[src/rtl/intc_pkg.sv]
// Package: shared constants, offset functions and the decoder result type
// for the vectored interrupt priority controller.
package intc_pkg;
    localparam int          RST_SRCS  = 3;
    localparam logic [7:0]  OFS_TRAP  = 8'h78;
    localparam logic [7:0]  OFS_SWI   = 8'h76;
    localparam logic [7:0]  OFS_XIRQ  = 8'h74;
    localparam int          IRQ_TOP   = 'h72;
    localparam logic [7:0]  OFS_SPUR  = 8'h00;
    localparam logic [7:0]  HI_FIXED  = 8'hFF;

    // Lower byte of reset vector k
    function automatic logic [7:0] rst_ofs(input int k);
        return 8'(8'hFE - 2 * k);
    endfunction

    // Lower byte of peripheral vector i
    function automatic logic [7:0] irq_ofs(input int i);
        return 8'(IRQ_TOP - 2 * i);
    endfunction

    // Decoder result: lower byte and whether the upper byte is forced
    typedef struct packed {
        logic       fixed_hi;
        logic [7:0] ofs;
    } pick_t;
endpackage

[src/rtl/intc_base_reg.sv]
// Module: intc_base_reg
// Holds the 8-bit vector base byte. Assumes writes are single-cycle strobes;
// a write is visible from the cycle after it is taken.
module intc_base_reg (
    input  logic       clk,
    input  logic       rst_n,
    input  logic       wr,
    input  logic [7:0] wdata,
    output logic [7:0] base
);
    // Load the base byte on reset or on a write strobe
    always_ff @(posedge clk) begin
        if (!rst_n)
            base <= 8'hFF;
        else if (wr)
            base <= wdata;
    end
endmodule

[src/rtl/intc_prio_dec.sv]
// Module: intc_prio_dec
// Combinational priority decoder. Picks the eligible request with the
// highest vector address. Assumes every peripheral offset is above the
// spurious offset (N_IRQ <= 57).
module intc_prio_dec
    import intc_pkg::*;
#(
    parameter int N_IRQ = 8
) (
    input  logic [RST_SRCS-1:0] reset_req,
    input  logic                trap_req,
    input  logic                swi_req,
    input  logic                xirq_req,
    input  logic                x_mask,
    input  logic [N_IRQ-1:0]    irq_req,
    input  logic [N_IRQ-1:0]    irq_en,
    input  logic                i_mask,
    output pick_t               pick
);
    logic             i_open;
    logic [N_IRQ-1:0] irq_elig;

    // I-maskable requests open only when unmasked and no higher class is raised
    always_comb i_open = !i_mask && !trap_req && !swi_req && !xirq_req;

    // Per-source eligibility
    for (genvar g = 0; g < N_IRQ; g++) begin : g_elig
        assign irq_elig[g] = irq_req[g] && irq_en[g] && i_open;
    end

    // Scan from lowest to highest priority; later hits override earlier ones
    always_comb begin
        pick.fixed_hi = 1'b0;
        pick.ofs      = OFS_SPUR;
        for (int i = N_IRQ - 1; i >= 0; i--) begin
            if (irq_elig[i]) pick.ofs = irq_ofs(i);
        end
        if (xirq_req && !x_mask) pick.ofs = OFS_XIRQ;
        if (swi_req)             pick.ofs = OFS_SWI;
        if (trap_req)            pick.ofs = OFS_TRAP;
        for (int k = RST_SRCS - 1; k >= 0; k--) begin
            if (reset_req[k]) begin
                pick.ofs      = rst_ofs(k);
                pick.fixed_hi = 1'b1;
            end
        end
    end
endmodule

[src/rtl/intc_vec_out.sv]
// Module: intc_vec_out
// Registers the resolved vector on a request strobe and drives the valid
// pulse. Assumes vec_req is a single-cycle strobe.
module intc_vec_out
    import intc_pkg::*;
(
    input  logic        clk,
    input  logic        rst_n,
    input  logic        vec_req,
    input  pick_t       pick,
    input  logic [7:0]  base,
    input  logic        dbg_active,
    output logic        vec_valid,
    output logic [15:0] vec_addr
);
    logic [7:0] hi_byte;

    // Choose the upper byte: forced for reset vectors and in debug mode
    always_comb hi_byte = (pick.fixed_hi || dbg_active) ? HI_FIXED : base;

    // Capture the vector at the strobe and pulse valid for one cycle
    always_ff @(posedge clk) begin
        if (!rst_n) begin
            vec_valid <= 1'b0;
            vec_addr  <= 16'h0000;
        end else begin
            vec_valid <= vec_req;
            if (vec_req) vec_addr <= {hi_byte, pick.ofs[7:1], 1'b0};
        end
    end
endmodule

[src/rtl/intc_vector_ctrl.sv]
// Module: intc_vector_ctrl (top)
// Resolves pending exception requests into a vector address when the CPU
// strobes vec_req. Assumes all request inputs are synchronous to clk.
module intc_vector_ctrl
    import intc_pkg::*;
#(
    parameter int N_IRQ = 8
) (
    input  logic                clk,
    input  logic                rst_n,
    input  logic [RST_SRCS-1:0] reset_req,
    input  logic                trap_req,
    input  logic                swi_req,
    input  logic                xirq_req,
    input  logic                x_mask,
    input  logic [N_IRQ-1:0]    irq_req,
    input  logic [N_IRQ-1:0]    irq_en,
    input  logic                i_mask,
    input  logic                dbg_active,
    input  logic                base_wr,
    input  logic [7:0]          base_wdata,
    input  logic                vec_req,
    output logic                vec_valid,
    output logic [15:0]         vec_addr
);
    logic [7:0] base;
    pick_t      pick;

    intc_base_reg u_base (
        .clk   (clk),
        .rst_n (rst_n),
        .wr    (base_wr),
        .wdata (base_wdata),
        .base  (base)
    );

    intc_prio_dec #(.N_IRQ(N_IRQ)) u_dec (
        .reset_req (reset_req),
        .trap_req  (trap_req),
        .swi_req   (swi_req),
        .xirq_req  (xirq_req),
        .x_mask    (x_mask),
        .irq_req   (irq_req),
        .irq_en    (irq_en),
        .i_mask    (i_mask),
        .pick      (pick)
    );

    intc_vec_out u_out (
        .clk        (clk),
        .rst_n      (rst_n),
        .vec_req    (vec_req),
        .pick       (pick),
        .base       (base),
        .dbg_active (dbg_active),
        .vec_valid  (vec_valid),
        .vec_addr   (vec_addr)
    );
endmodule

[config.mk]
export PLATFORM = sky130hd
export DESIGN_NAME = intc_vector_ctrl
export DESIGN_NICKNAME = d
export VERILOG_FILES = /design/src/rtl/intc_pkg.sv /design/src/rtl/intc_base_reg.sv /design/src/rtl/intc_prio_dec.sv /design/src/rtl/intc_vec_out.sv /design/src/rtl/intc_vector_ctrl.sv
export SDC_FILE = /design/constraint.sdc
export NUM_CORES = 1
export LEC_CHECK = 0
export BUFFER_PORTS_ARGS = -buffer_cell sky130_fd_sc_hd__buf_4
export CAP_MARGIN = 10
export CORE_MARGIN = 1.5
export CORE_UTILIZATION = 39
export DETAILED_ROUTE_END_ITERATION = 8
export GPL_TIMING_DRIVEN = 0
export PLACE_DENSITY = 0.74
export SLEW_MARGIN = 10
export SYNTH_ARGS = -nofsm -noshare
export SYNTH_HDL_FRONTEND = slang
export SYNTH_SLANG_ARGS = --single-unit
[constraint.sdc]
create_clock -name clk -period 1.2 [get_ports clk]
set_input_delay 0.12 -clock clk [delete_from_list [all_inputs] [get_ports clk]]
set_output_delay 0.12 -clock clk [all_outputs]
set_load 0.1 [all_outputs]
; Word-level counts from Yosys, hierarchy flattened
; Index checks and enable logic that the tools add are counted.
; W data, S select, Z words.
[totals]
ff_bits = 24
in_bits = 37
output_inout_bits = 17
wordCells = 44
[op_classes]
mux = 15
reduce_logical = 26
[op_table]
columns = operator, n
row1 = $mux W7, 11
row2 = $mux W9, 3
row3 = $logic_and A1 B1 Y1, 20
row4 = $mux W8, 1
row5 = $logic_not A1 Y1, 5
row6 = $logic_or A1 B1 Y1, 1

; Depth between registers and ports, before layout
; Gate-level depths: netlist of run 1.
[logic_depth]
word_depth = 21
ltp_mapped = 5
depth_no_buf = 4

; Cells and area by module
; A second synthesis of run 1 with hierarchy kept.
[unflattened]
cells_unflattened = 128
hier_area_um2 = 1144.8
[by_module_without_submodules]
columns = mod, n_inst, cells_per_inst, area_each_um2, seq_area_each_um2
row1 = intc_vec_out, 1, 63, 626.9, 320.3
row2 = intc_base_reg, 1, 26, 285.3, 160.2
row3 = intc_prio_dec, 1, 39, 232.7, 0.0

; Worst setup path before layout of run 1
; OpenSTA, ideal clock, no wires.
[synth_path]
path_type = reg2reg
startpoint = reg, netlist name u_out.vec_addr[2]
endpoint = reg u_out.vec_addr[2]
setup_ns = 0.075
arrival_ns = 1.547
t_required_ns = 1.125
slack_ns = -0.422
stages_incl_launch_ff = 4
n_path_buf = 0
synth_period_minus_slack_ns = 1.622
path_cell_list = dfxtp_1 -> o21ai_0 -> or3_1 -> o22ai_1
[synth_lines]
columns = item, line_no
row1 = end signal: assignment, intc_vec_out.sv:28  ; if (vec_req) vec_addr <= {hi_byte, pick.ofs[7:1], 1'b0};
row2 = end: declaration, intc_vec_out.sv:14  ; output logic [15:0] vec_addr

; Worst setup path after layout of run 1
[layout_path]
startpoint = reg u_out.vec_addr[6]
endpoint = out vec_addr[6]
[layout_lines]
columns = item, line_no
row1 = end: declaration, intc_vector_ctrl.sv:24  ; output logic [15:0] vec_addr
; No word-level cell between the ends.

==> results of run 1 <==
## cells in the final DEF (no fill, tap or decap), types with 3 or more instances in the layout
cell type / count
dfxtp_1: 10
nor2_1: 4
clkbuf_1: 4
nand2_1: 14
o221a_2: 8
mux2i_1: 8
clkbuf_4: 3
dfxtp_2: 13
a21oi_1: 4
o21ai_0: 4
buf_4: 51
## worst max-delay path: cells and delay by family (launching register included)
family	cells	cell delay (ns)
flip-flops	1	0.36
buffers and inverters	2	0.31
## per-layer routing
metal	wire [um]	part of all wire (%)	up-vias
met3	93	3.5	6
met4	51	1.9	0
met1	1110	42	461
li1	-	-	490
met2	1370	52	25
met5	0	0	-
## state kept, by name (all words and copies together) (netlist names)
register         flops
u_out.vec_addr      14
u_base.base          8
u_out.vec_valid      1
## worst max-delay path by stage
stage,to,slack [ns],cells after the start
floorplan,u_out.vec_addr[2],-0.09,3
global placement,u_out.vec_addr[14],-0.19,6
detailed placement,u_out.vec_addr[15],-0.20,6
CTS,vec_addr[6],0.04,2
global route,vec_addr[6],0.06,2
finish,vec_addr[6],0.10,2
## cell families (layout without fill, tap and decap cells)
| group | after synthesis | in the layout |
|---|---|---|
| muxes | 8 | 8 |
| buffers and inverters | 10 | 64 |
| DFF | 23 | 23 |
| other | 1 | 1 |
| AOI/OAI and AO/OA | 30 | 30 |
| and+or+nand+nor | 29 | 29 |
## layout make-up
| cell class | instances | area, um^2 |
|---|---|---|
| timing repair buffer | 50 | 379 |
| tap | 30 | 37.5 |
| multi-input combinational | 68 | 472 |
| buffer | 8 | 46.3 |
| inverter | 2 | 7.51 |
| clock buffer | 3 | 22.5 |
| fill | 209 | 986 |
| clock inverter | 1 | 5.00 |
| sequential | 23 | 477 |
## where the power goes
group / switching (mW) / total (mW) / leakage (nW) / internal [mW]
registers: 0.0299 / 0.854 / 0.194 / 0.824
logic: 0.421 / 0.617 / 0.457 / 0.196
clock network: 0.228 / 0.352 / 0.0177 / 0.124
total: 0.678 / 1.82 / 0.669 / 1.14
## per-stage QoR
step           util [%]  TNS (ns)  hold WS, ns  instance area (um^2)  std cells
2_1_floorplan         -   -0.0926        0.248                  1000        101
3_3_place_gp       58.2     -1.55        0.338                  1420        181
3_5_place_dp       58.2     -1.68        0.342                  1420        181
4_1_cts            59.3         0       0.0165                  1440        185
5_1_grt            59.5         0       0.0108                  1450        185
6_report           59.5         0       0.0247                  1450        185
## synth_stat cells, types with 2 or more instances
master	number	area share, %
nor2_1	4	1.5
clkbuf_1	4	1.5
nand2_1	14	5.3
buf_4	2	1.5
a21oi_1	4	2.0
mux2i_1	8	8.1
o21ai_0	4	2.0
o221a_2	8	9.1
nand3_1	2	1.0
inv_1	2	0.76
a22o_1	2	1.8
nor4_1	2	1.3
a22oi_1	2	1.5
dfxtp_1	23	47
## timing repair
item | in CTS | in global routing
buffers inserted | 0 | 0
endpoints found under the setup margin | 0 | 1
resized for setup | 0 | 1
hold endpoints to repair | 0 | 0
==> out/metrics.csv, run 1 <==
stage,metric,value,unit
worst_hold_path,hold depth,3,
routing,number of nets with antenna violations after routing,0,
power,cell area power density,1260,mW/mm^2
placement,GP Congestion,0.851,
global_routing,first-pass GRT wire length,3950,um
global_routing,grt total ovfl,0,
job,maxcap violations,0,
clocking,Clock Path Buffers,2,
logic_synthesis,Mapped Nets,138,
clocking,cts bufs inserted,3,
global_routing,global-route usage over all layers,19.1,%
logic_synthesis,cell area after synthesis,986,um^2
floorplan,Starting Density,40.5,%
critical_path,FF-to-FF setup slack,0.24,ns
floorplan,cell row count,18,
clocking,clk sinks,23,
timing,final hold violation count,0,
timing,min cycle time layout,1.10,ns
critical_path,critical path arrival,0.98,ns
clocking,H-tree depth,1,
placement,pre-CTS setup slack,-0.197,ns
critical_path,CP max-delay cell,dfxtp_2,
critical_path,Setup CP Type,flop to output pin,
global_routing,vias in the first global route,897,
timing,worst setup margin,0.103,ns
logic_synthesis,Post-Syn Area per Cell,9.76,um^2
critical_path,Worst Setup End Kind,output pin,
timing,final slew viol count,0,
critical_path,"Req. time, crit path",1.08,ns
power,Pleak,0.669,nW
clocking,hold buffers post-CTS,0,
clocking,CTS tree,done,
cells_and_area,n_diodes,0,
global_routing,GRT met1 Usage,22.7,%
floorplan,Chip Width,53.3,um
logic_synthesis,Synth Area in Simple Gates,14.0,%
worst_hold_path,endpoint of the worst hold path,u_base.base[0],
placement,hpwl dp,2110,um
critical_path,crit-path cells,buf_4 -> buf_6,
run_status,status,completed,
floorplan,chip height,53.3,um
floorplan,core area,0.00243,mm^2
global_routing,initial antenna violation count,0,
power,"Power, Total",1.82,mW
clocking,Clock transition at path regs,0.13,ns
routing,WL per Instance,14.2,um
logic_synthesis,adder-cell share of the synthesized area,0,%
logic_synthesis,"FFs w/ async S/R, synth",0,%
logic_synthesis,post-synth cell types,34,
cells_and_area,share of layout cells above drive strength 1,53.5,%
placement,I/O Buffers,50,
timing,crit share post-route,91.4,%
logic_synthesis,"FF+latch count, synth",23,
logic_synthesis,Post-synth EDFFs,0,
logic_synthesis,register area share after synthesis,46.7,%
critical_path,CP peak stage delay,0.36,ns
critical_path,worst reg2reg endpoint,u_out.vec_addr[2],
timing,RSZ-0062 raised after global routing,false,
floorplan,num ports,54,
routing,drt first-iter violations,25,
timing,Setup Skew,0.00126,ns
logic_synthesis,ys flop type,dfxtp_1,
logic_synthesis,largest family of logic cells by synthesized area,compound AO/OA/AOI/OAI gates,
clocking,clk root buf,clkbuf_4,
power,VDD IR max,0.000883,V
timing,Final setup viols,0,
routing,routed via count,982,
logic_synthesis,Compound-Gate Fraction of Synth Area,25.4,%
logic_synthesis,xor-xnor portion of the synthesized cell area,0,%
logic_synthesis,Synthesis Warnings,0,
routing,Total Routed Length,2620,um
critical_path,R2R Path Start,u_out.vec_addr[2],
global_routing,largest net degree at the start of global routing,14,
routing,Initial DRT Pass Iterations,4,
global_routing,global route hottest layer,met2,
clocking,clk_lat worst skew,0.30,ns
critical_path,Worst Setup SP,u_out.vec_addr[6],
critical_path,CP startpoint kind,flop,
cells_and_area,Area Growth Syn to Fin,46.7,%
worst_hold_path,Hold Crit Start,base_wdata[0],
logic_synthesis,Mapped Cells,101,
timing,worst-case headroom to the max-slew limit,62.4,%
timing,measured slew at the worst slew-check pin,0.564,ns
cells_and_area,Nets,193,
critical_path,critical path peak fanout,3,
routing,DRC,0,
floorplan,die area,0.00284,mm^2
routing,vias per inst,5.31,
global_routing,met3 Track Usage GR,3.11,%
logic_synthesis,fraction of synthesized area in multiplexers,8.12,%
global_routing,GRT met2 Usage,33.7,%
timing,Max Fclk,0.911,GHz
worst_hold_path,Worst Hold Class,input pin to flop,
critical_path,Worst Reg-to-Reg Cells,3,
Note: power is estimated with default switching activity, not from simulation.
==> run 2, diff against run 1 <==
--- a/config.mk
+++ b/config.mk
@@ -7,11 +7,13 @@
 export LEC_CHECK = 0
 export BUFFER_PORTS_ARGS = -buffer_cell sky130_fd_sc_hd__buf_4
 export CAP_MARGIN = 10
+export CELL_PAD_IN_SITES_DETAIL_PLACEMENT = 2
+export CELL_PAD_IN_SITES_GLOBAL_PLACEMENT = 2
 export CORE_MARGIN = 1.5
-export CORE_UTILIZATION = 39
+export CORE_UTILIZATION = 21
 export DETAILED_ROUTE_END_ITERATION = 8
 export GPL_TIMING_DRIVEN = 0
-export PLACE_DENSITY = 0.74
+export PLACE_DENSITY_LB_ADDON = 0.1
 export SLEW_MARGIN = 10
 export SYNTH_ARGS = -nofsm -noshare
 export SYNTH_HDL_FRONTEND = slang
==> out/metrics.csv, run 2 (synthesis results as in run 1) <==
stage,metric,value,unit,change
placement,pre-CTS setup slack,-0.205,ns,was -0.197 ns
routing,WL per Instance,14.8,um,was 14.2 um
cells_and_area,n_diodes,0,,unchanged
routing,number of nets with antenna violations after routing,0,,unchanged
cells_and_area,largest reg by FF count,u_out.vec_addr,,unchanged
clocking,clk_lat worst skew,0.26,ns,was 0.30 ns
cells_and_area,Fillers,503,,was 209
clocking,Clock Path Buffers,2,,unchanged
timing,Setup Skew,0.000626,ns,was 0.00126 ns
floorplan,chip height,71.5,um,was 53.3 um
power,Pleak,0.674,nW,was 0.669 nW
timing,min cycle time layout,1.10,ns,about the same
floorplan,core area,0.00444,mm^2,was 0.00243 mm^2
clocking,cts bufs inserted,3,,unchanged
clocking,clk sinks,23,,unchanged
critical_path,Worst Setup SP,u_out.vec_addr[6],,unchanged
timing,crit share post-route,91.6,%,was 91.4%
power,"Power, Total",1.94,mW,was 1.82 mW
global_routing,global-route usage over all layers,12.2,%,was 19.1%
worst_hold_path,Worst Hold Class,input pin to flop,,unchanged
clocking,clk root buf,clkbuf_8,,was clkbuf_4
cells_and_area,"most common cell after layout, fill and taps aside",buf_4,,unchanged
timing,measured slew at the worst slew-check pin,0.581,ns,was 0.564 ns
floorplan,Starting Density,22.2,%,was 40.5%
global_routing,grt total ovfl,0,,unchanged
critical_path,Setup CP Type,flop to output pin,,unchanged
cells_and_area,Nets,193,,unchanged
routing,Initial DRT Pass Iterations,6,,was 4
power,cell area power density,1300,mW/mm^2,was 1260 mW/mm^2
global_routing,initial antenna violation count,0,,unchanged
power,Internal,1.25,mW,was 1.14 mW
clocking,CTS tree,done,,unchanged
routing,drt first-iter violations,32,,was 25
timing,final hold violation count,0,,unchanged
floorplan,num ports,54,,unchanged
worst_hold_path,Hold Crit Start,base_wdata[2],,was base_wdata[0]
critical_path,critical path peak fanout,3,,unchanged
timing,worst-case headroom to the max-slew limit,61.2,%,was 62.4%
floorplan,cell row count,24,,was 18
routing,DRC,3,,was 0
power,Sw Share,35.4,%,was 37.2%
global_routing,largest net degree at the start of global routing,13,,was 14
cells_and_area,max reg flops,14,,unchanged
floorplan,die area,0.00512,mm^2,was 0.00284 mm^2
power,Sequential Power Share,43.9,%,was 46.8%
cells_and_area,Regs by FF count,"u_out.vec_addr: 14 flops, u_base.base: 8 flops, u_out.vec_valid: 1 flops",,unchanged
placement,GP Congestion,0.684,,was 0.851
power,switching pwr,0.689,mW,was 0.678 mW
critical_path,FF-to-FF setup slack,0.26,ns,was 0.24 ns
power,VDD IR max,0.000509,V,was 0.000883 V
cells_and_area,final instance area,0.00149,mm^2,was 0.00145 mm^2
power,clock share of power,24.1,%,was 19.3%
run_status,status,"finished, violations left",,was completed
clocking,Clock transition at path regs,0.08,ns,was 0.13 ns
floorplan,Chip Width,71.5,um,was 53.3 um
cells_and_area,"commonest non-fill, non-tap cells in the layout","52 x buf_4, 14 x nand2_1, 13 x dfxtp_2",,"was 51 x buf_4, 14 x nand2_1, 13 x dfxtp_2"
routing,Total Routed Length,3060,um,was 2620 um
cells_and_area,share of layout cells above drive strength 1,53.5,%,unchanged
critical_path,R2R Path Start,u_out.vec_addr[2],,unchanged
routing,vias per inst,4.77,,was 5.31
critical_path,CP startpoint kind,flop,,unchanged
timing,worst setup margin,0.100,ns,was 0.103 ns
placement,Placed Instances,203,,was 181
critical_path,Worst Setup End Kind,output pin,,unchanged
timing,RSZ-0062 raised after global routing,false,,unchanged
placement,hpwl dp,2540,um,was 2110 um
global_routing,first-pass GRT wire length,4890,um,was 3950 um
run_status,failing checks,design-rule violations,,
cells_and_area,Area Growth Syn to Fin,51.4,%,was 46.7%
timing,Final setup viols,0,,unchanged
job,maxcap violations,0,,unchanged
cells_and_area,final cell count without fillers,207,,was 185
critical_path,"Req. time, crit path",1.08,ns,about the same
clocking,H-tree depth,1,,unchanged
timing,Max Fclk,0.909,GHz,was 0.911 GHz
power,Comb pwr share,31.9,%,was 33.9%
routing,routed via count,988,,was 982
placement,Placed Area,0.00144,mm^2,was 0.00142 mm^2
timing,final slew viol count,0,,unchanged
global_routing,vias in the first global route,1039,,was 897
placement,I/O Buffers,50,,unchanged
critical_path,critical path arrival,0.98,ns,about the same
run 2: cell types whose count changed in the layout (fill, tap and decap cells not counted):
cell / before / now
buf_6: 2 / 1
nor3_1: 1 / 0
buf_4: 51 / 52
clkbuf_4: 3 / 0
clkbuf_8: 0 / 3
nor3_2: 0 / 1
clkinv_2: 1 / 0
clkbuf_1: 4 / 5
run 2: final cells by class:
type                    count  area, um^2  share of cell area [%]
well taps                  52        65.1                    4.36
multi-input cells          68         477                    31.9
repair buffers             50         375                    25.1
flip-flops and latches     23         477                    31.9
plain buffers               8        46.3                    3.10
clock buffers               4        45.0                    3.02
inverters                   2        7.51                   0.503
run 2: power groups by stage:
stage	clock network, mW	logic, mW	registers (mW)
finish	0.469	0.621	0.854
global route	0.515	0.652	0.862
CTS	0.488	0.626	0.856
detailed placement	0	0.625	0.873
global placement	0	0.614	0.869
floorplan	0	0.156	1.14
run 2: per-layer routing:
layer	part of all wire [%]	up-vias	GRT usage, %
met5	0	-	0
met4	0.39	0	1.89
met3	6.0	2	3.23
met2	49	27	21.1
met1	44	472	15.5
li1	-	487	-
run 2: per-stage QoR:
stage               setup TNS (ns)  util [%]  hold slack (ns)
floorplan                  -0.0926         -            0.248
global route                     0      33.6           0.0703
detailed placement           -1.80      32.5            0.343
CTS                              0      33.5           0.0683
finish                           0      33.6           0.0739
global placement             -1.91      32.5            0.335
run 2: what timing repair did:
action,4_1_cts,5_1_grt
buffers inserted,0,0
setup endpoints to repair,0,1
gates resized for setup,0,1
hold buffers,0,0
run 2: final timing paths:
path,cells past startpoint,to
setup reg to reg,3,u_out.vec_addr[2]
hold reg to reg,2,u_base.base[4]
setup / recovery,2,vec_addr[6]
hold / removal,3,u_base.base[2]
run 2: worst max-delay path: stages (launching register included):
cell     delay, ns
dfxtp_2       0.35
buf_4         0.10
buf_4         0.27
==> run 3, diff against run 2 <==
--- a/config.mk
+++ b/config.mk
@@ -6,11 +6,13 @@
 export NUM_CORES = 1
 export LEC_CHECK = 0
 export BUFFER_PORTS_ARGS = -buffer_cell sky130_fd_sc_hd__buf_4
-export CAP_MARGIN = 10
+export CAP_MARGIN = 0
 export CELL_PAD_IN_SITES_DETAIL_PLACEMENT = 2
 export CELL_PAD_IN_SITES_GLOBAL_PLACEMENT = 2
+export CORE_ASPECT_RATIO = 1.75
 export CORE_MARGIN = 1.5
 export CORE_UTILIZATION = 21
+export CTS_CLUSTER_SIZE = 12
 export DETAILED_ROUTE_END_ITERATION = 8
 export GPL_TIMING_DRIVEN = 0
 export PLACE_DENSITY_LB_ADDON = 0.1
==> out/metrics.csv, run 3 (synthesis results as in run 1) <==
stage,metric,value,unit,change
run_status,status,completed,,"was finished, violations left"
routing,Met3 Routed Length,204,um,was 184 um
routing,M1 WL,1140,um,was 1360 um
power,cell area power density,1320,mW/mm^2,was 1300 mW/mm^2
timing,Max Fclk,0.877,GHz,was 0.909 GHz
cells_and_area,max reg flops,14,,unchanged
power,Comb pwr share,31.7,%,was 31.9%
placement,hpwl dp,2730,um,was 2540 um
timing,Final setup viols,0,,unchanged
critical_path,CP startpoint kind,input pin,,was flop
clocking,Post-CTS Resized,0,,unchanged
floorplan,Chip Width,54.8,um,was 71.5 um
cells_and_area,Area Growth Syn to Fin,50.9,%,was 51.4%
timing,measured slew at the worst slew-check pin,0.596,ns,was 0.581 ns
clocking,Clock Path Buffers,2,,unchanged
clocking,clk root buf,clkbuf_8,,unchanged
cells_and_area,"commonest non-fill, non-tap cells in the layout","52 x buf_4, 14 x nand2_1, 13 x dfxtp_2",,unchanged
floorplan,num ports,54,,unchanged
power,switching pwr,0.711,mW,was 0.689 mW
power,Pleak,0.675,nW,was 0.674 nW
critical_path,critical path arrival,1.30,ns,was 0.98 ns
routing,vias per inst,4.92,,was 4.77
clocking,H-tree depth,1,,unchanged
timing,setup TNS,0,ns,unchanged
timing,final hold violation count,0,,unchanged
clocking,hold buffers post-CTS,0,,unchanged
critical_path,"Req. time, crit path",1.36,ns,was 1.08 ns
global_routing,largest net degree at the start of global routing,14,,was 13
placement,I/O Buffers,50,,unchanged
cells_and_area,"most common cell after layout, fill and taps aside",buf_4,,unchanged
global_routing,grt total ovfl,0,,unchanged
cells_and_area,largest reg by FF count,u_out.vec_addr,,unchanged
power,"Power, Total",1.96,mW,was 1.94 mW
routing,number of nets with antenna violations after routing,0,,unchanged
routing,routed via count,1014,,was 988
critical_path,Worst Setup End Kind,flop,,was output pin
clocking,Clock transition at path regs,0.08,ns,about the same
floorplan,chip height,93.6,um,was 71.5 um
global_routing,vias in the first global route,1132,,"was 1,039"
floorplan,die area,0.00513,mm^2,was 0.00512 mm^2
power,VDD IR max,0.000741,V,was 0.000509 V
cells_and_area,Nets,193,,unchanged
cells_and_area,Fillers,530,,was 503
power,Sw Share,36.3,%,was 35.4%
global_routing,global-route usage over all layers,13.8,%,was 12.2%
timing,final slew viol count,0,,unchanged
global_routing,initial antenna violation count,0,,unchanged
routing,met2 wire len,1850,um,was 1510 um
routing,Total Routed Length,3260,um,was 3060 um
floorplan,cell row count,32,,was 24
timing,crit share post-route,95.1,%,was 91.6%
floorplan,core area,0.00444,mm^2,unchanged
clocking,Post-CTS Setup Repair Bufs,0,,unchanged
clocking,clk sinks,23,,unchanged
power,Internal,1.25,mW,about the same
clocking,clk_lat worst skew,0.27,ns,was 0.26 ns
cells_and_area,n_diodes,0,,unchanged
critical_path,Setup CP Type,input pin to flop,,was flop to output pin
placement,GP Congestion,0.646,,was 0.684
cells_and_area,final instance area,0.00149,mm^2,about the same
floorplan,Starting Density,22.2,%,unchanged
job,maxcap violations,0,,unchanged
clocking,CTS tree,done,,unchanged
cells_and_area,FF/Latch Area,477,um^2,unchanged
placement,Placed Area,0.00144,mm^2,about the same
power,clock share of power,24.8,%,was 24.1%
timing,min cycle time layout,1.14,ns,was 1.10 ns
timing,RSZ-0062 raised after global routing,false,,unchanged
global_routing,first-pass GRT wire length,5120,um,was 4890 um
routing,DRC,0,,was 3
clocking,cts bufs inserted,3,,unchanged
worst_hold_path,Worst Hold Class,input pin to flop,,unchanged
timing,Setup Skew,0.00242,ns,was 0.000626 ns
power,Sequential Power Share,43.5,%,was 43.9%
critical_path,critical path peak fanout,8,,was 3
timing,worst-case headroom to the max-slew limit,60.3,%,was 61.2%
routing,drt first-iter violations,18,,was 32
cells_and_area,Regs by FF count,"u_out.vec_addr: 14 flops, u_base.base: 8 flops, u_out.vec_valid: 1 flops",,unchanged
routing,Initial DRT Pass Iterations,3,,was 6
routing,Max Used Layer,met4,,unchanged
cells_and_area,area of the multi-input gates,472,um^2,was 477 um^2
routing,WL per Instance,15.8,um,was 14.8 um
cells_and_area,share of layout cells above drive strength 1,53.5,%,unchanged
==> run 3: cell types whose count changed in the layout (fill, tap and decap cells not counted), sizes merged <==
cell,previous run,this run
clkinv,0,1
clkbuf,8,7
==> run 3: cell type report <==
class	instances	share of cell area, %
clock inverter	1	0.336
multi-input combinational	68	31.7
timing repair buffer	50	25.2
clock buffer	3	2.78
inverter	2	0.505
buffer	8	3.11
tap	51	4.29
sequential	23	32.0
==> run 3: power by group through the flow <==
stage / logic (mW) / registers, mW / clock network (mW)
after global placement: 0.615 / 0.871 / 0
final: 0.621 / 0.854 / 0.486
after floorplan: 0.156 / 1.14 / 0
after detailed placement: 0.630 / 0.873 / 0
after CTS: 0.631 / 0.856 / 0.512
after global routing: 0.655 / 0.862 / 0.543
==> run 3: layer usage <==
layer  global-route usage [%]  vias to the layer above
met5                        0                        -
met4                     6.25                        0
met3                     1.60                        5
met2                     26.6                       40
met1                     13.4                      482
li1                         -                      487
==> run 3: per-stage QoR <==
stage          instances  hold WS, ns  util, %  setup WS (ns)
2_1_floorplan        101        0.248        -        -0.0926
3_3_place_gp         202        0.335     32.4         -0.224
3_5_place_dp         202        0.342     32.4         -0.253
4_1_cts              206       0.0623     33.5         0.0456
5_1_grt              206       0.0659     33.5        0.00573
6_report             206       0.0673     33.5         0.0593
==> run 3: final timing paths <==
kind                                         from            endpoint  slack [ns]  cells past startpoint
worst max register to register  u_out.vec_addr[2]   u_out.vec_addr[2]        0.27                      3
worst min register to register     u_base.base[7]      u_base.base[7]        0.48                      2
worst min-delay path                base_wdata[7]      u_base.base[7]        0.07                      3
worst max-delay path                 reset_req[2]  u_out.vec_addr[15]        0.06                      6
==> run 3: worst max-delay path, cell delays in order <==
cell	delay, ns
buf_4	0.12
nor3_1	0.26
nand2_1	0.12
or2_2	0.29
buf_6	0.14
o221a_2	0.24
